[config.mk]
export PLATFORM = sky130hd
export DESIGN_NAME = seqcalc_top
export DESIGN_NICKNAME = d
export VERILOG_FILES = /design/src/rtl/seqcalc_pkg.sv /design/src/rtl/seqcalc_rom.sv /design/src/rtl/seqcalc_seq.sv /design/src/rtl/seqcalc_dp.sv /design/src/rtl/seqcalc_top.sv
export SDC_FILE = /design/constraint.sdc
export NUM_CORES = 1
export LEC_CHECK = 0
export BUFFER_PORTS_ARGS = -buffer_cell sky130_fd_sc_hd__buf_4
export CELL_PAD_IN_SITES_DETAIL_PLACEMENT = 1
export CELL_PAD_IN_SITES_GLOBAL_PLACEMENT = 1
export CORE_ASPECT_RATIO = 0.7
export CORE_UTILIZATION = 42
export DETAILED_ROUTE_END_ITERATION = 10
export GPL_TIMING_DRIVEN = 0
export HOLD_SLACK_MARGIN = 0.15
export PLACE_DENSITY = 0.86
export SLEW_MARGIN = 40
export SYNTH_ARGS = -nofsm -noshare
export SYNTH_HDL_FRONTEND = slang
export SYNTH_SLANG_ARGS = --single-unit
[constraint.sdc]
create_clock -name clk -period 3.9 [get_ports clk]
set_input_delay 0.585 -clock clk [delete_from_list [all_inputs] [get_ports clk]]
set_output_delay 0.585 -clock clk [all_outputs]
set_load 0.1 [all_outputs]
[src/rtl/seqcalc_pkg.sv]
// Package: shared widths and microcode word layout for the multiply-of-sum block.
// Assumes a four-register file and a 4-bit microprogram address.
package seqcalc_pkg;
    localparam int DW    = 8;
    localparam int AW    = 4;
    localparam int NREG  = 4;
    localparam int DEPTH = 1 << AW;

    // Control field: 8 bits total
    typedef struct packed {
        logic            wait_start;  // hold address until start
        logic            done;        // completion flag
        logic            ld_f;        // capture full product
        logic            sel_add;     // 1: adder to R3, 0: multiplier to R3
        logic [NREG-1:0] ld_reg;      // bit i loads register i (R1 = bit 0)
    } ctrl_t;

    typedef struct packed {
        ctrl_t         ctrl;
        logic [AW-1:0] next;
    } uword_t;

    localparam logic [AW-1:0] IDLE_ADDR = '0;
endpackage

[src/rtl/seqcalc_rom.sv]
// Microcode ROM: maps a microprogram address to a control field and next address.
// Assumes purely combinational lookup; unused addresses fall back to idle.
module seqcalc_rom
    import seqcalc_pkg::*;
(
    input  logic [AW-1:0] addr,
    output uword_t        word
);
    // Computes the word for one address
    function automatic uword_t lookup(input logic [AW-1:0] ad);
        uword_t w;
        w = '0;
        w.next = IDLE_ADDR;
        case (ad)
            4'd0: begin w.ctrl.wait_start = 1'b1;                  w.next = 4'd1; end
            4'd1: begin w.ctrl.ld_reg = 4'b0011;                   w.next = 4'd2; end
            4'd2: begin w.ctrl.ld_reg = 4'b0100; w.ctrl.sel_add = 1'b1; w.next = 4'd3; end
            4'd3: begin w.ctrl.ld_reg = 4'b1000;                   w.next = 4'd4; end
            4'd4: begin w.ctrl.ld_reg = 4'b0100; w.ctrl.ld_f = 1'b1;   w.next = 4'd5; end
            4'd5: begin w.ctrl.done = 1'b1;                        w.next = IDLE_ADDR; end
            default: begin w.ctrl.wait_start = 1'b1;               w.next = IDLE_ADDR; end
        endcase
        return w;
    endfunction

    // Combinational read port
    always_comb word = lookup(addr);
endmodule

[src/rtl/seqcalc_seq.sv]
// Sequencer: holds the microprogram counter and steps it by the next field.
// Assumes start is only honoured at words flagged wait_start.
module seqcalc_seq
    import seqcalc_pkg::*;
(
    input  logic          clk,
    input  logic          rst_n,
    input  logic          start,
    input  uword_t        word,
    output logic [AW-1:0] upc
);
    logic [AW-1:0] upc_nxt;

    // Choose next address: stall in idle without start
    always_comb upc_nxt = (word.ctrl.wait_start && !start) ? upc : word.next;

    // Microprogram counter register
    always_ff @(posedge clk) begin
        if (!rst_n) upc <= IDLE_ADDR;
        else        upc <= upc_nxt;
    end
endmodule

[src/rtl/seqcalc_dp.sv]
// Datapath: four working registers, one adder, one multiplier, an R3 input mux
// and a wide result register. Assumes at most one add and one multiply per step.
module seqcalc_dp
    import seqcalc_pkg::*;
#(
    parameter int W = DW
) (
    input  logic           clk,
    input  logic           rst_n,
    input  ctrl_t          ctrl,
    input  logic [W-1:0]   a,
    input  logic [W-1:0]   b,
    input  logic [W-1:0]   e,
    output logic [2*W-1:0] f
);
    localparam int PW = 2 * W;

    logic [W-1:0]  regs  [NREG];
    logic [W-1:0]  wdata [NREG];
    logic [W-1:0]  sum;
    logic [PW-1:0] prod;
    logic [W-1:0]  r3_in;

    // Shared functional units read fixed register slots
    always_comb begin
        sum  = regs[0] + regs[1];
        prod = PW'(regs[2]) * PW'(regs[3]);
    end

    // R3 source select: adder when sel_add, multiplier low half otherwise
    always_comb r3_in = ctrl.sel_add ? sum : prod[W-1:0];

    // Write data routing per register slot
    always_comb begin
        wdata[0] = a;
        wdata[1] = b;
        wdata[2] = r3_in;
        wdata[3] = e;
    end

    // Register file with per-slot load enables
    always_ff @(posedge clk) begin
        for (int i = 0; i < NREG; i++) begin
            if (!rst_n)              regs[i] <= '0;
            else if (ctrl.ld_reg[i]) regs[i] <= wdata[i];
        end
    end

    // Wide result capture on the multiply step
    always_ff @(posedge clk) begin
        if (!rst_n)         f <= '0;
        else if (ctrl.ld_f) f <= prod;
    end
endmodule

[src/rtl/seqcalc_top.sv]
// Top: microcoded controller sequencing the shared datapath to form E*(A+B).
// Assumes operands held per the capture steps; done is decoded from the ROM.
module seqcalc_top
    import seqcalc_pkg::*;
(
    input  logic            clk,
    input  logic            rst_n,
    input  logic            start,
    input  logic [DW-1:0]   a,
    input  logic [DW-1:0]   b,
    input  logic [DW-1:0]   e,
    output logic            done,
    output logic [2*DW-1:0] f
);
    logic [AW-1:0] upc;
    uword_t        word;

    seqcalc_rom i_rom (.addr(upc), .word(word));

    seqcalc_seq i_seq (
        .clk(clk), .rst_n(rst_n), .start(start), .word(word), .upc(upc)
    );

    seqcalc_dp #(.W(DW)) i_dp (
        .clk(clk), .rst_n(rst_n), .ctrl(word.ctrl),
        .a(a), .b(b), .e(e), .f(f)
    );

    // Completion flag straight from the current control word
    always_comb done = word.ctrl.done;
endmodule

==> load_flow_metrics.sql <==
INSERT INTO impl_metrics (metric_group, metric, value, unit) VALUES
('run_status', 'outcome', 'complete, but fails checks', ''),
('run_status', 'failed_checks', 'design-rule violations, negative setup slack', ''),
('yosys', 'yosysWarnings', '0', ''),
('sta', 'timing.fmax', '221', 'MHz'),
('clocking', 'worst_skew_pair.late_latency', '0.32', 'ns'),
('cells_and_area', 'multi_input_area', '3210', 'um^2'),
('placement', 'io_buffers', '43', ''),
('yosys', 'dominantRegCellSynth', 'sky130_fd_sc_hd__edfxtp_1', ''),
('sta', 'fin_crit', '4.52', 'ns'),
('grt', 'grt_max_degree', '19', ''),
('yosys', 'post_synthesis_cells', '475', ''),
('floorplanning', 'initial_utilization', '44.4', '%'),
('critical_path', 'crit_path_frequent_cell', 'sky130_fd_sc_hd__fa_1', ''),
('yosys', 'netlist_area', '4430', 'um^2'),
('cells_and_area', 'nets', '685', ''),
('critical_path', 'cpMaxStageDelayCell', 'sky130_fd_sc_hd__fa_1', ''),
('cells_and_area', 'drive_gt1_share', '32.5', '%'),
('clocking', 'cts_hold_repair.buffers', '0', ''),
('yosys', 'syn_avg_cell_area', '9.33', 'um^2'),
('critical_path', 'critical_path.max_fanout', '4', ''),
('sta', 'setup_slack', '-0.623', 'ns'),
('grt', 'antenna_found_initial', '0', ''),
('placement', 'gpl.final_weighted_congestion', '0.806', ''),
('routing', 'routed_wirelength', '19400', 'um'),
('clocking', 'path_clk_slew', '0.08', 'ns'),
('floorplanning', 'die_area', '11000', 'um^2'),
('floorplanning', 'chipHeight', '87.9', 'um'),
('clocking', 'numCtsBuffers', '5', ''),
('sta', 'hold_viol_final', '0', ''),
('power_and_ir_drop', 'power_density', '410', 'nW/um^2'),
('yosys', 'synth_compound_area_share', '9.80', '%'),
('critical_path', 'end_kind', 'flip-flop', ''),
('cells_and_area', 'design_area', '5910', 'um^2'),
('critical_path', 'timing_worst_setup_path_type', 'flip-flop to flip-flop', ''),
('floorplanning', 'fp.dieW', '125', 'um'),
('cells_and_area', 'antenna-diode-count', '0', ''),
('yosys', 'synth_seq_cells', '51', ''),
('grt', 'grt_first_pass_wirelength', '25200', 'um'),
('grt', 'track_usage', '31.1', '%'),
('sta', 'timing_worst_slew_pin_value', '0.721', 'ns'),
('yosys', 'post_synth_xor_area_fraction', '1.98', '%'),
('yosys', 'yosysTopAreaCell', 'sky130_fd_sc_hd__edfxtp_1', ''),
('critical_path', 'reg2reg_setup_slack', '-0.62', 'ns'),
('clocking', 'root_buffer', 'sky130_fd_sc_hd__clkbuf_16', ''),
('grt', 'grt_pass1_vias', '4577', ''),
('yosys', 'combinational_family_with_the_most_area_after_synthesis', 'adder cells', ''),
('cells_and_area', 'final-instance-count-excl-fill', '707', ''),
('routing', 'routed-via-count', '4415', ''),
('clocking', 'ctsLongestPathBuffers', '2', ''),
('routing', 'detail-route-antenna-nets', '0', ''),
('critical_path', 'critical_path.n_buffers_inverters', '4', ''),
('sta', 'setup-violations-final', '13', ''),
('power_and_ir_drop', 'largest_voltage_drop_on_the_vdd_net', '0.282', 'mV'),
('cells_and_area', 'n_fill_cell', '1106', ''),
('critical_path', 'critical_path.top_delay_family', 'adder cells', ''),
('cells_and_area', 'seqCellArea', '1340', 'um^2'),
('floorplanning', 'i_o_pins', '44', ''),
('clocking', 'ctsHtreeMaxLevel', '2', ''),
('yosys', 'syn-num-nets', '582', ''),
('grt', 'gr-total-overflow', '0', ''),
('yosys', 'ys_seq_area_share', '30.3', '%'),
('cells_and_area', 'area_growth', '33.5', '%'),
('routing', 'drc_errors', '2', ''),
('critical_path', 'start_kind', 'flip-flop', ''),
('cells_and_area', 'most_common_cell_after_layout_fill_and_taps_aside', 'sky130_fd_sc_hd__buf_4', ''),
('floorplanning', 'placementRows', '30', ''),
('placement', 'detailedPlacementHpwl', '9880', 'um'),
('yosys', 'synthArstFlopShare', '0', '%'),
('critical_path', 'crit_required', '4.16', 'ns'),
('yosys', 'adder_cell_share_of_the_synthesized_area', '28.9', '%'),
('routing', 'post_drt_via_cell_ratio', '6.24', '');
report_power, final:
| part | switching [uW] | leakage, uW | internal [uW] |
|---|---|---|---|
| clock | 255 | 0.0000723 | 246 |
| combinational | 759 | 0.00218 | 496 |
| sequential | 47.1 | 0.000490 | 619 |
metrics by stage:
step                total power [uW]  util [%]  hold slack [ns]
global placement                1360      49.7            0.459
CTS                             2050      55.1            0.481
finish                          2420      59.2            0.485
global route                    2480      59.2            0.500
detailed placement              1430      49.8            0.469
floorplan                       1200         -            0.518
state kept, by name, indices dropped and copies added, names as in the netlist:
signal / flops
i_dp.regs: 32
i_seq.upc: 3
i_dp.f: 16
Yosys cell counts, types with 2 or more instances:
cell / count
sky130_fd_sc_hd__clkbuf_1: 7
sky130_fd_sc_hd__nor2b_1: 3
sky130_fd_sc_hd__fa_1: 37
sky130_fd_sc_hd__a21o_1: 3
sky130_fd_sc_hd__ha_1: 43
sky130_fd_sc_hd__or4_1: 4
sky130_fd_sc_hd__nor3_1: 6
sky130_fd_sc_hd__edfxtp_1: 32
sky130_fd_sc_hd__o21a_1: 2
sky130_fd_sc_hd__a21oi_1: 28
sky130_fd_sc_hd__nand2_1: 42
sky130_fd_sc_hd__mux2i_1: 2
sky130_fd_sc_hd__and3_1: 2
sky130_fd_sc_hd__and2_1: 76
sky130_fd_sc_hd__buf_2: 3
sky130_fd_sc_hd__inv_2: 2
sky130_fd_sc_hd__nand3_1: 13
sky130_fd_sc_hd__nor2_1: 27
sky130_fd_sc_hd__dfxtp_1: 19
sky130_fd_sc_hd__inv_1: 65
sky130_fd_sc_hd__o21ai_0: 19
sky130_fd_sc_hd__xor2_1: 5
sky130_fd_sc_hd__nand4_1: 2
sky130_fd_sc_hd__nand2b_1: 2
sky130_fd_sc_hd__xnor2_1: 5
sky130_fd_sc_hd__a211oi_1: 6
metal layers:
layer  part of all wire, %  track usage [%]  up-vias
met1                    37             36.0     2152
li1                      -                -     1783
met2                    48             54.0      353
met5                     0                0        -
met4                   7.3             21.0        0
met3                   8.2             6.11      127
path summary, 6_finish.rpt:
path / cells past startpoint / from / endpoint
hold reg to reg: 2 / i_dp.f[1] / i_dp.f[1]
hold / removal: 2 / i_dp.f[1] / i_dp.f[1]
setup reg to reg: 15 / i_dp.regs[1][11] / i_dp.f[11]
setup / recovery: 15 / i_dp.regs[1][11] / i_dp.f[11]
worst min-delay path: cells and delay by family, from the launching register on:
kind / cells / cell delay (ns)
DFF: 1 / 0.33
and+or+nand+nor: 1 / 0.06
AOI/OAI and AO/OA: 1 / 0.05
layout make-up:
class,instances,area share (%)
Multi-Input combinational cell,347,54.3
Sequential cell,51,22.7
Timing Repair Buffer,96,12.8
Inverter,67,4.25
Tap cell,128,2.71
Clock buffer,5,2.12
Buffer,10,0.698
Clock inverter,3,0.465
timing repair:
| action | in CTS | in global routing |
|---|---|---|
| pin swaps | 36 | 43 |
| setup endpoints to repair | 12 | 13 |
| resized for setup | 37 | 58 |
| buffers inserted | 35 | 17 |
cells by family (layout without fill, tap and decap cells):
| family | count (synthesis) | count (layout) |
|---|---|---|
| fa+ha+maj | 80 | 80 |
| simple gates | 184 | 184 |
| compound gates | 71 | 71 |
| mux | 2 | 2 |
| flops | 51 | 51 |
| xor+xnor | 10 | 10 |
| buf+inv | 77 | 181 |
No activity file was read; power rests on OpenSTA's default activity.
